[config.mk]
export PLATFORM = sky130hd
export DESIGN_NAME = pwrcap_mbox_engine
export DESIGN_NICKNAME = d
export VERILOG_FILES = /design/src/rtl/mbx_pkg.sv /design/src/rtl/mbx_decode.sv /design/src/rtl/mbx_slot_map.sv /design/src/rtl/pwrcap_mbox_engine.sv
export SDC_FILE = /design/constraint.sdc
export NUM_CORES = 1
export LEC_CHECK = 0
export ABC_AREA = 1
export BUFFER_PORTS_ARGS = -buffer_cell sky130_fd_sc_hd__buf_4
export CORE_MARGIN = 2
export CORE_UTILIZATION = 25
export CTS_CLUSTER_SIZE = 28
export DETAILED_ROUTE_END_ITERATION = 7
export GPL_TIMING_DRIVEN = 0
export SETUP_SLACK_MARGIN = 0.5
export SKIP_CTS_REPAIR_TIMING = 1
export SYNTH_ARGS = -nofsm -noshare
export SYNTH_HDL_FRONTEND = slang
export SYNTH_SLANG_ARGS = --single-unit
[constraint.sdc]
create_clock -name clk -period 2.7 [get_ports clk]
set_input_delay 0.27 -clock clk [delete_from_list [all_inputs] [get_ports clk]]
set_output_delay 0.27 -clock clk [all_outputs]
set_load 0.01 [all_outputs]
[src/rtl/mbx_pkg.sv]
package mbx_pkg;
  localparam int FETCH_N = 10;
  localparam int SLOT_N  = 12;
  localparam int INIT_N  = 10;
  localparam int CNT_W   = 4;

  localparam logic [7:0] CMD_READY  = 8'h80;
  localparam logic [7:0] RSP_DONE   = 8'h01;
  localparam logic [7:0] RSP_BUSY   = 8'h02;
  localparam logic [7:0] ST_OK      = 8'h00;
  localparam logic [7:0] ST_BADOP   = 8'h11;
  localparam logic [7:0] ST_BADLEN  = 8'h12;
  localparam logic [7:0] ST_INTERR  = 8'h15;
  localparam logic [7:0] OP_SETCAP  = 8'hD1;
  localparam logic [7:0] CAPT_NONE  = 8'h00;
  localparam logic [7:0] CAPT_USER  = 8'h02;
  localparam logic [7:0] RUN_ACTIVE = 8'h03;

  // offsets inside the shared-state area
  localparam int OFS_STATE = 0, OFS_CAPTYPE = 1, OFS_HMIN = 2, OFS_MAX = 4;
  localparam int OFS_CUR = 6, OFS_SMIN = 8;
  // offsets inside the command and response buffers
  localparam int OFS_FLAG = 0, OFS_ID = 1, OFS_OP = 2, OFS_STAT = 3;
  localparam int OFS_LEN = 4, OFS_DATA = 6;

  // index of each fetched byte
  localparam int FI_CFLAG = 0, FI_RFLAG = 1, FI_ID = 2, FI_OP = 3, FI_LENH = 4;
  localparam int FI_LENL = 5, FI_DH = 6, FI_DL = 7, FI_CAPH = 8, FI_CAPL = 9;

  // write slots, in issue order
  localparam int SL_CAPTYPE = 0, SL_CURH = 1, SL_CURL = 2, SL_RID = 3, SL_ROP = 4;
  localparam int SL_RST = 5, SL_RLENH = 6, SL_RLENL = 7, SL_RD0 = 8, SL_RD1 = 9;
  localparam int SL_RFLAG = 10, SL_CFLAG = 11;

  typedef enum logic [2:0] {
    FS_BOOT, FS_INIT, FS_IDLE, FS_FETCH, FS_DECIDE, FS_WRITE, FS_IRQ
  } fsm_e;

  typedef enum logic [1:0] {ACT_NONE, ACT_BUSY, ACT_RESPOND} act_e;

  typedef struct packed {
    act_e              act;
    logic [SLOT_N-1:0] mask;
    logic [7:0]        status;
    logic [7:0]        len_lo;
    logic [15:0]       data;
    logic [7:0]        captype;
    logic [7:0]        rflag;
  } plan_t;
endpackage

[src/rtl/mbx_decode.sv]
module mbx_decode
  import mbx_pkg::*;
#(
  parameter int CAP_MAX      = 100,
  parameter int CAP_HARD_MIN = 10
) (
  input  logic [FETCH_N*8-1:0] fbytes,
  output plan_t                plan
);
  localparam logic [15:0] CMAX = 16'(CAP_MAX);
  localparam logic [15:0] CMIN = 16'(CAP_HARD_MIN);

  logic [7:0]  cflag, rflag, opc;
  logic [15:0] req_len, req_cap, cur_cap, clamped;

  assign cflag   = fbytes[FI_CFLAG*8 +: 8];
  assign rflag   = fbytes[FI_RFLAG*8 +: 8];
  assign opc     = fbytes[FI_OP*8 +: 8];
  assign req_len = {fbytes[FI_LENH*8 +: 8], fbytes[FI_LENL*8 +: 8]};
  assign req_cap = {fbytes[FI_DH*8 +: 8], fbytes[FI_DL*8 +: 8]};
  assign cur_cap = {fbytes[FI_CAPH*8 +: 8], fbytes[FI_CAPL*8 +: 8]};
  assign clamped = (req_cap < CMIN) ? CMIN : ((req_cap > CMAX) ? CMAX : req_cap);

  always_comb begin
    plan = '0;
    plan.act = ACT_NONE;
    if (cflag == CMD_READY) begin
      if (rflag == 8'h00) begin
        plan.act            = ACT_BUSY;
        plan.rflag          = RSP_BUSY;
        plan.mask[SL_RFLAG] = 1'b1;
      end else begin
        plan.act   = ACT_RESPOND;
        plan.rflag = RSP_DONE;
        plan.mask[SL_RID]   = 1'b1;
        plan.mask[SL_ROP]   = 1'b1;
        plan.mask[SL_RST]   = 1'b1;
        plan.mask[SL_RLENH] = 1'b1;
        plan.mask[SL_RLENL] = 1'b1;
        plan.mask[SL_RFLAG] = 1'b1;
        plan.mask[SL_CFLAG] = 1'b1;
        if (rflag != RSP_BUSY) begin
          plan.status = ST_INTERR;
        end else if (opc != OP_SETCAP) begin
          plan.status = ST_BADOP;
        end else begin
          plan.len_lo      = 8'd2;
          plan.mask[SL_RD0] = 1'b1;
          plan.mask[SL_RD1] = 1'b1;
          if (req_len != 16'd2) begin
            plan.status = ST_BADLEN;
            plan.data   = cur_cap;
          end else begin
            plan.status            = ST_OK;
            plan.mask[SL_CAPTYPE]  = 1'b1;
            plan.mask[SL_CURH]     = 1'b1;
            plan.mask[SL_CURL]     = 1'b1;
            if (req_cap == 16'd0) begin
              plan.captype = CAPT_NONE;
              plan.data    = CMAX;
            end else begin
              plan.captype = CAPT_USER;
              plan.data    = clamped;
            end
          end
        end
      end
    end
  end
endmodule

[src/rtl/mbx_slot_map.sv]
module mbx_slot_map
  import mbx_pkg::*;
#(
  parameter int ADDR_W   = 8,
  parameter int DYN_BASE = 0,
  parameter int CMD_BASE = 16,
  parameter int RSP_BASE = 32
) (
  input  logic [CNT_W-1:0]  slot,
  input  plan_t             plan,
  input  logic [7:0]        req_id,
  input  logic [7:0]        req_op,
  output logic [ADDR_W-1:0] addr,
  output logic [7:0]        data
);
  always_comb begin
    addr = '0;
    data = '0;
    case (int'(slot))
      SL_CAPTYPE: begin addr = ADDR_W'(DYN_BASE + OFS_CAPTYPE);  data = plan.captype;    end
      SL_CURH:    begin addr = ADDR_W'(DYN_BASE + OFS_CUR);      data = plan.data[15:8]; end
      SL_CURL:    begin addr = ADDR_W'(DYN_BASE + OFS_CUR + 1);  data = plan.data[7:0];  end
      SL_RID:     begin addr = ADDR_W'(RSP_BASE + OFS_ID);       data = req_id;          end
      SL_ROP:     begin addr = ADDR_W'(RSP_BASE + OFS_OP);       data = req_op;          end
      SL_RST:     begin addr = ADDR_W'(RSP_BASE + OFS_STAT);     data = plan.status;     end
      SL_RLENH:   begin addr = ADDR_W'(RSP_BASE + OFS_LEN);      data = 8'h00;           end
      SL_RLENL:   begin addr = ADDR_W'(RSP_BASE + OFS_LEN + 1);  data = plan.len_lo;     end
      SL_RD0:     begin addr = ADDR_W'(RSP_BASE + OFS_DATA);     data = plan.data[15:8]; end
      SL_RD1:     begin addr = ADDR_W'(RSP_BASE + OFS_DATA + 1); data = plan.data[7:0];  end
      SL_RFLAG:   begin addr = ADDR_W'(RSP_BASE + OFS_FLAG);     data = plan.rflag;      end
      SL_CFLAG:   begin addr = ADDR_W'(CMD_BASE + OFS_FLAG);     data = 8'h00;           end
      default:    begin addr = '0;                               data = 8'h00;           end
    endcase
  end
endmodule

[src/rtl/pwrcap_mbox_engine.sv]
module pwrcap_mbox_engine
  import mbx_pkg::*;
#(
  parameter int ADDR_W       = 8,
  parameter int DYN_BASE     = 0,
  parameter int CMD_BASE     = 16,
  parameter int RSP_BASE     = 32,
  parameter int CAP_MAX      = 100,
  parameter int CAP_HARD_MIN = 10,
  parameter int CAP_SOFT_MIN = 20
) (
  input  logic              clk,
  input  logic              rst_n,
  input  logic              tick,
  output logic              mem_en,
  output logic              mem_we,
  output logic [ADDR_W-1:0] mem_addr,
  output logic [7:0]        mem_wdata,
  input  logic [7:0]        mem_rdata,
  output logic              irq
);
  localparam logic [15:0] V_MAX  = 16'(CAP_MAX);
  localparam logic [15:0] V_HMIN = 16'(CAP_HARD_MIN);
  localparam logic [15:0] V_SMIN = 16'(CAP_SOFT_MIN);
  localparam logic [CNT_W-1:0] FETCH_END = CNT_W'(FETCH_N);
  localparam logic [CNT_W-1:0] INIT_END  = CNT_W'(INIT_N - 1);
  localparam logic [CNT_W-1:0] SLOT_END  = CNT_W'(SLOT_N - 1);

  fsm_e                 state_q, state_d;
  logic [CNT_W-1:0]     cnt_q, cnt_d;
  logic [FETCH_N*8-1:0] fbuf_q;
  logic                 cap_en;
  logic [CNT_W-1:0]     cap_idx;
  plan_t                plan;
  logic [ADDR_W-1:0]    slot_addr;
  logic [7:0]           slot_data;

  function automatic logic [ADDR_W-1:0] fetch_addr(input logic [CNT_W-1:0] k);
    case (int'(k))
      FI_CFLAG: return ADDR_W'(CMD_BASE + OFS_FLAG);
      FI_RFLAG: return ADDR_W'(RSP_BASE + OFS_FLAG);
      FI_ID:    return ADDR_W'(CMD_BASE + OFS_ID);
      FI_OP:    return ADDR_W'(CMD_BASE + OFS_OP);
      FI_LENH:  return ADDR_W'(CMD_BASE + OFS_LEN);
      FI_LENL:  return ADDR_W'(CMD_BASE + OFS_LEN + 1);
      FI_DH:    return ADDR_W'(CMD_BASE + OFS_DATA);
      FI_DL:    return ADDR_W'(CMD_BASE + OFS_DATA + 1);
      FI_CAPH:  return ADDR_W'(DYN_BASE + OFS_CUR);
      FI_CAPL:  return ADDR_W'(DYN_BASE + OFS_CUR + 1);
      default:  return '0;
    endcase
  endfunction

  function automatic logic [7:0] init_byte(input logic [CNT_W-1:0] k);
    case (int'(k))
      OFS_STATE:    return RUN_ACTIVE;
      OFS_CAPTYPE:  return CAPT_NONE;
      OFS_HMIN:     return V_HMIN[15:8];
      OFS_HMIN + 1: return V_HMIN[7:0];
      OFS_MAX:      return V_MAX[15:8];
      OFS_MAX + 1:  return V_MAX[7:0];
      OFS_CUR:      return V_MAX[15:8];
      OFS_CUR + 1:  return V_MAX[7:0];
      OFS_SMIN:     return V_SMIN[15:8];
      OFS_SMIN + 1: return V_SMIN[7:0];
      default:      return 8'h00;
    endcase
  endfunction

  mbx_decode #(.CAP_MAX(CAP_MAX), .CAP_HARD_MIN(CAP_HARD_MIN)) decode_i (
    .fbytes (fbuf_q),
    .plan   (plan)
  );

  mbx_slot_map #(
    .ADDR_W(ADDR_W), .DYN_BASE(DYN_BASE), .CMD_BASE(CMD_BASE), .RSP_BASE(RSP_BASE)
  ) slot_i (
    .slot   (cnt_q),
    .plan   (plan),
    .req_id (fbuf_q[FI_ID*8 +: 8]),
    .req_op (fbuf_q[FI_OP*8 +: 8]),
    .addr   (slot_addr),
    .data   (slot_data)
  );

  assign cap_idx = cnt_q - 1'b1;

  always_comb begin
    state_d   = state_q;
    cnt_d     = cnt_q;
    cap_en    = 1'b0;
    mem_en    = 1'b0;
    mem_we    = 1'b0;
    mem_addr  = '0;
    mem_wdata = '0;
    irq       = 1'b0;
    case (state_q)
      FS_BOOT: begin
        state_d = FS_INIT;
        cnt_d   = '0;
      end
      FS_INIT: begin
        mem_en    = 1'b1;
        mem_we    = 1'b1;
        mem_addr  = ADDR_W'(DYN_BASE) + ADDR_W'(cnt_q);
        mem_wdata = init_byte(cnt_q);
        if (cnt_q == INIT_END) begin
          state_d = FS_IDLE;
          cnt_d   = '0;
        end else begin
          cnt_d = cnt_q + 1'b1;
        end
      end
      FS_IDLE: begin
        if (tick) begin
          state_d = FS_FETCH;
          cnt_d   = '0;
        end
      end
      FS_FETCH: begin
        if (cnt_q < FETCH_END) begin
          mem_en   = 1'b1;
          mem_addr = fetch_addr(cnt_q);
        end
        cap_en = (cnt_q != '0);
        if (cnt_q == FETCH_END) begin
          state_d = FS_DECIDE;
          cnt_d   = '0;
        end else begin
          cnt_d = cnt_q + 1'b1;
        end
      end
      FS_DECIDE: begin
        state_d = (plan.act == ACT_NONE) ? FS_IDLE : FS_WRITE;
        cnt_d   = '0;
      end
      FS_WRITE: begin
        mem_en    = plan.mask[cnt_q];
        mem_we    = 1'b1;
        mem_addr  = slot_addr;
        mem_wdata = slot_data;
        if (cnt_q == SLOT_END) begin
          state_d = (plan.act == ACT_RESPOND) ? FS_IRQ : FS_IDLE;
          cnt_d   = '0;
        end else begin
          cnt_d = cnt_q + 1'b1;
        end
      end
      FS_IRQ: begin
        irq     = 1'b1;
        state_d = FS_IDLE;
      end
      default: state_d = FS_IDLE;
    endcase
  end

  always_ff @(posedge clk or negedge rst_n) begin
    if (!rst_n) begin
      state_q <= FS_BOOT;
      cnt_q   <= '0;
    end else begin
      state_q <= state_d;
      cnt_q   <= cnt_d;
    end
  end

  always_ff @(posedge clk or negedge rst_n) begin
    if (!rst_n) begin
      fbuf_q <= '0;
    end else if (cap_en) begin
      fbuf_q[int'(cap_idx)*8 +: 8] <= mem_rdata;
    end
  end
endmodule

==> metrics, run 1 <==
status=completed; Port-buffer cells=27; FF+latch count, synth=87; post-synthesis mux area share=0%; crit path DAT=2.31 ns; number of H-tree levels=3; VDD IR max=0.6336 mV; DRC Markers=0; Num CTS Buffers=9; predominant post-synthesis flop cell=dfrtp_1; slowest CP cell=dfrtp_2; Final Max Slew Viols=0; DPL Wire Length=11990 um; Clock Tree Root=clkbuf_16; part of the cycle the worst path needs=95.62%; min Tclk post-route=2.582 ns; Final Util=37.74%; # diodes=0; Clock Latency Late Sink=0.35 ns; Power Density=1139 mW/mm^2; vias in the first global route=4851; worst clock skew=0.01143 ns; number of flops mapped to enable cells by yosys=0; initial antenna violation count=0; Max Cap Viol=0; Ys Warns=0; Min Hold Slack=0.1465 ns; global-route wire length before repair=25410 um; post-synthesis compound-gate area fraction=13.56%; Synth Area in XOR/XNOR=0.4726%; post-synthesis cell area=0.005295 sq mm; initial core utilization=25.35%; Netlist cell types=44; final hold violations=0; CTS clk-pin slew, worst paths=0.07 ns; largest family of logic cells by synthesized area=simple AND/OR/NAND/NOR gates; layout cell share with drive strength beyond 1=39.32%; IO Pins=30; Die Footprint=0.02236 sq mm; pre-CTS setup slack=-0.04806 ns; Final GP Congestion=0.9502; Remaining Overflow, GRT=0; drt wl/cell=15.63 um; max frequency=387.3 MHz; critical path's top delay family=compound AO/OA/AOI/OAI gates; Vias/cell=4.779; Cell Chain, Critical Path=clkinv_4, buf_12, ha_4, inv_4, a21oi_1, a211oi_4, nand3_1, o21ai_1, o21ai_1, buf_4; post-route ant nets=0; r2r setup slk=0.21 ns; worst setup margin=0.1183 ns; post-synthesis sequential area ratio=41.12%; DRT iter0 DRCs=447; TritonCTS clock tree=yes; Slew headroom=22.51%; core box area=0.02089 sq mm; Critical Path Sink Type=output port; Most common cell on crit path=o21ai_1; Synth Area per Inst=7.194 sq um; Synth Area in Simple Gates=33.70%; drt total wl=17610 um; Finish-stage setup viols=0; post-synthesis cell count=736; # nets final=870; Crit path largest cell delay=0.50 ns; worst hold path class=primary input to async pin; leak pwr=0.003632 uW; largest net degree at the start of global routing=88; Crit Path Category=flip-flop to output port; Max Buffers Root-to-Sink=2; Setup TNS=0 ns; Worst Setup Start Kind=flip-flop; gr usage total=14.70%; Core Rows=53; Area Overhead vs Synth=48.89%; clk sinks=87; worst-path maximum fanout=6; area share of fa/ha/maj cells after synthesis=2.836%; CP required=2.43 ns; overall die height=149.5 um; buffers and inverters on the worst path=4; DR pass1 iterations=5; Worst-Margin Slew=1.162 ns; Die X=149.5 um; RSZ-0062 raised after global routing=true; via count=5386; asr flop ratio synth=100.0%
metrics by stage:
step	total power, uW	instances	area, sq um
floorplan	4596	737	5378
global placement	5558	1039	5924
detailed placement	5605	1039	5924
CTS	6912	1055	6225
global route	9532	1127	7884
finish	8983	1127	7884
state kept, by name (all words and copies together), names as in the netlist:
signal   cells
state_q      3
fbuf_q      80
cnt_q        4
final cells by class:
type                    instances  area (sq um)
clock buffers                  11         242.7
repair buffers                 98         985.9
fillers                      2091         13010
flip-flops and latches         87          2181
inverters                      87         379.1
multi-input cells             546          3507
clock inverters                 5         57.56
well taps                     275         344.1
plain buffers                  18         186.4
power breakdown:
| part | total [uW] | internal, uW | switching [uW] |
|---|---|---|---|
| Clock | 1290 | 744 | 549 |
| Combinational | 5350 | 2200 | 3150 |
| Sequential | 2340 | 1860 | 483 |
cell usage after synthesis (all sizes together), types with 5 or more instances:
cell / number / area (sq um)
o31ai: 6 / 45.04
dfrtp: 87 / 2177
nor2: 102 / 431.7
ha: 12 / 150.1
inv: 83 / 311.6
nor3: 13 / 70.07
nand3: 47 / 252.8
nand4: 8 / 56.30
o211ai: 5 / 37.54
buf: 10 / 80.07
clkbuf: 8 / 30.03
a21oi: 29 / 145.1
nand2: 230 / 925.9
o21ai: 72 / 401.6
per-layer routing:
metal | track usage, % | wire length [um] | vias to the layer above | share of wire (%)
li1 | - | - | 2596 | -
met4 | 4.810 | 436 | 0 | 2.5
met1 | 20.31 | 7868 | 2580 | 45
met3 | 2.957 | 952 | 32 | 5.4
met2 | 23.00 | 8356 | 178 | 47
met5 | 0 | 0 | - | 0
logic make-up after synthesis:
kind of cell / after synthesis
other: 1
xor gates and xnor gates: 2
DFF: 87
AOI/OAI and AO/OA: 122
adders and majority gates: 12
buffers and inverters: 105
and+or+nand+nor: 407
final timing paths:
path                            cells past startpoint          end         start
min in group clk                                    3   fbuf_q[58]  mem_rdata[2]
worst min-delay path                                1     cnt_q[1]         rst_n
worst max register to register                     14   fbuf_q[63]      cnt_q[0]
worst min register to register                      2   fbuf_q[38]    fbuf_q[38]
max in group asynchronous                           1     cnt_q[2]         rst_n
worst max-delay path                               10  mem_addr[5]      cnt_q[0]
cell usage in the layout, fill, tap and decap left out, types with 3 or more instances in the layout:
master,Yosys,layout
a21oi_1,29,20
inv_4,0,4
inv_2,10,15
buf_12,0,5
buf_4,7,67
buf_6,2,27
nand2_2,16,44
nand4_1,7,7
nor2_1,94,62
nand2_8,0,7
nand2_4,3,22
o21ai_2,11,23
inv_1,73,60
ha_4,0,6
buf_8,0,6
nand3_2,1,6
nor2_4,3,18
clkbuf_1,8,3
nand3b_1,3,3
o211ai_1,5,5
nand2_1,211,158
ha_1,12,5
dfrtp_2,0,3
o21ai_0,47,28
nand3_1,45,40
clkinvlp_4,0,4
dfrtp_1,87,84
o31ai_4,0,3
clkbuf_16,0,15
a21oi_2,0,7
nor3_4,0,3
o21ai_1,14,21
nor3_1,12,9
nor2_2,4,21
clkinv_4,0,4
Note: power is estimated with default switching activity, not from simulation.
==> run 2, diff against run 1 <==
SYNTH_HIERARCHICAL = 1   (was not set)
==> run 2 against run 1 <==
Effect of this change:
- die area up 18%
- clock power down 7%
- largest cell class unchanged
- sequential power down 3%
- routed wire length up 12%
- flip-flop and latch count unchanged
- register-to-register slack about the same
- critical path type unchanged
- cell count up 23%
- worst setup slack worse by 0.084 ns
- synthesized cell count up 27%
- area after synthesis up 18%
- via count up 15%
==> metrics, run 2 <==
Remaining Overflow, GRT=0; layout cell share with drive strength beyond 1=34.75%; Final Util=35.36%; post-synthesis sequential area ratio=34.79%; overall die height=162.2 um; Clock Latency Late Sink=0.35 ns; r2r setup slk=0.22 ns; post-synthesis cell count=934; Crit Path Category=flip-flop to output port; # nets final=1075; Netlist cell types=39; max FFs per register=80; most flop-heavy register=fbuf_q; RR Endpoint=fbuf_q[4]; via count=6194; Vias/cell=4.479; Finish-stage setup viols=0; commonest non-fill, non-tap cell in the layout=nand2_1; DRT iter0 DRCs=422; CP required=2.43 ns; leak pwr=0.004217 uW; Switching Power=4312 uW; IO Pins=30; Internal=4709 uW; Sw Ratio=47.80%; DR pass1 iterations=5; Worst-Margin Slew=1.127 ns; area of the multi-input gates=0.004023 sq mm; max frequency=375.1 MHz; post-synth top area share=34.79%; Final Max Slew Viols=0; placed cell area=0.007037 sq mm; Fill cells=2538; FF/Latch Area=0.002186 sq mm; largest registers=fbuf_q (80), cnt_q (4), state_q (3); Final GP Congestion=0.8537; Max Buffers Root-to-Sink=2; Flop pwr share=25.3%; global-route wire length before repair=29180 um; Power Density=1043 mW/mm^2; initial antenna violation count=0; min Tclk post-route=2.666 ns; Clock Tree Root=clkbuf_16; Min Hold Slack=0.1210 ns; R2R Path Start=cnt_q[1]; Ys Warns=6; asr flop ratio synth=100.0%; largest net degree at the start of global routing=88; core box area=0.02446 sq mm; final total power=9021 uW; drt total wl=19720 um; number of H-tree levels=3; gr usage total=14.14%; status=completed; Die Footprint=0.02632 sq mm; CTS clk-pin slew, worst paths=0.07 ns; FF+latch count, synth=87; crit path DAT=2.40 ns; Port-buffer cells=27; r2r worst-path depth=14; count leader, synth=nand2_1; predominant post-synthesis flop cell=dfrtp_1; clk sinks=87; worst-path maximum fanout=9; post-route ant nets=0; Num CTS Buffers=9; RSZ-0062 raised after global routing=true; DPL Wire Length=13840 um; vias in the first global route=5428; # diodes=0; part of the cycle the worst path needs=98.75%; worst hold path class=primary input to async pin; Setup TNS=0 ns; dominant cell type by area after synthesis=dfrtp_1; final instance area=0.008650 sq mm; drt wl/cell=14.26 um; Core Rows=57; Max Cap Viol=0; post-synthesis cell area=0.006259 sq mm; worst clock skew=0.005195 ns; Worst Setup Start Kind=flip-flop; Synth Area per Inst=6.701 sq um; Slew headroom=24.83%; Area Overhead vs Synth=38.20%; VDD IR max=0.5946 mV; Critical Path Sink Type=output port; commonest cells in the netlist=nand2_1, nor2_1, dfrtp_1, inv_1, nand3_1; number of flops mapped to enable cells by yosys=0; final hold violations=0; clock power share=13.3%; TritonCTS clock tree=yes; Gate power share=61.4%; initial core utilization=25.58%; largest cells by area after synthesis=dfrtp_1, nand2_1, nor2_1; Die X=162.2 um; DRC Markers=0; most frequent cells in the layout=nand2_1, buf_4, nor2_1
-- run 2: cell count changes after synthesis, sizes merged, moves of 14 or more --
| cell | before | now |
|---|---|---|
| nand2 | 230 | 332 |
| nor2 | 102 | 152 |
| nand3 | 47 | 74 |
| buf | 10 | 56 |
| nand4 | 8 | 26 |
| o21ai | 72 | 19 |
| inv | 83 | 97 |
-- run 2: routing by layer --
layer  global-route usage, %  share of wire (%)
met5                       0                  0
met4                   3.500                1.7
met3                   2.656                6.2
met2                   20.83                 45
met1                   21.17                 48
-- run 2: cells by family after synthesis --
kind of cell	count (synthesis)	share of synthesized area (%)
AO/OA/AOI/OAI	67	6.118
XOR/XNOR	1	0.1400
adder cells (fa/ha/maj)	10	1.999
buffers and inverters	160	13.07
flip-flops	87	34.79
multiplexers	1	0.1599
other	2	0.1200
AND/OR/NAND/NOR	606	43.60
-- run 2: area by class of cell --
class,instances,area share (%)
multi-input cells,713,46.51
flip-flops and latches,87,25.27
repair buffers,83,9.460
plain buffers,62,5.613
inverters,98,5.164
well taps,324,4.687
clock buffers,11,2.922
clock inverters,5,0.3761
-- run 2: how the worst max path moves through the flow --
| stage | depth (start not counted) | slack (ns) | from | end |
|---|---|---|---|---|
| 3_3_place_gp | 13 | -0.02 | cnt_q[1] | fbuf_q[2] |
| 4_1_cts | 15 | -0.32 | fbuf_q[3] | mem_en |
| 3_5_place_dp | 13 | -0.06 | cnt_q[1] | fbuf_q[1] |
| 2_1_floorplan | 13 | 0.32 | cnt_q[1] | fbuf_q[0] |
| 6_report | 12 | 0.03 | fbuf_q[6] | mem_wdata[2] |
| 5_1_grt | 17 | -0.08 | fbuf_q[10] | mem_en |
-- run 2: metrics by stage --
| step | setup WS (ns) | std cells |
|---|---|---|
| after detailed placement | -0.06199 | 1310 |
| after global routing | -0.07566 | 1383 |
| after floorplan | 0.3210 | 959 |
| after global placement | -0.01648 | 1310 |
| after CTS | -0.3155 | 1326 |
| final | 0.03379 | 1383 |
-- run 2: critical path, cell delays in order, from the launching register on --
cell	delay (ns)
dfrtp_1	0.39
nor2_2	0.13
nand4_1	0.26
nor2_4	0.27
nand2_4	0.12
nor2_8	0.18
inv_8	0.08
nor2_4	0.07
a21oi_1	0.08
nand3_1	0.12
nand2_1	0.08
o211ai_1	0.10
buf_4	0.15
-- run 2: power by group through the flow --
stage | clock (uW) | combinational [uW] | sequential (uW)
CTS | 1230 | 3850 | 2260
global placement | 0 | 3800 | 2260
global route | 1280 | 6030 | 2340
finish | 1200 | 5540 | 2280
detailed placement | 0 | 3830 | 2280
floorplan | 0 | 2880 | 2130
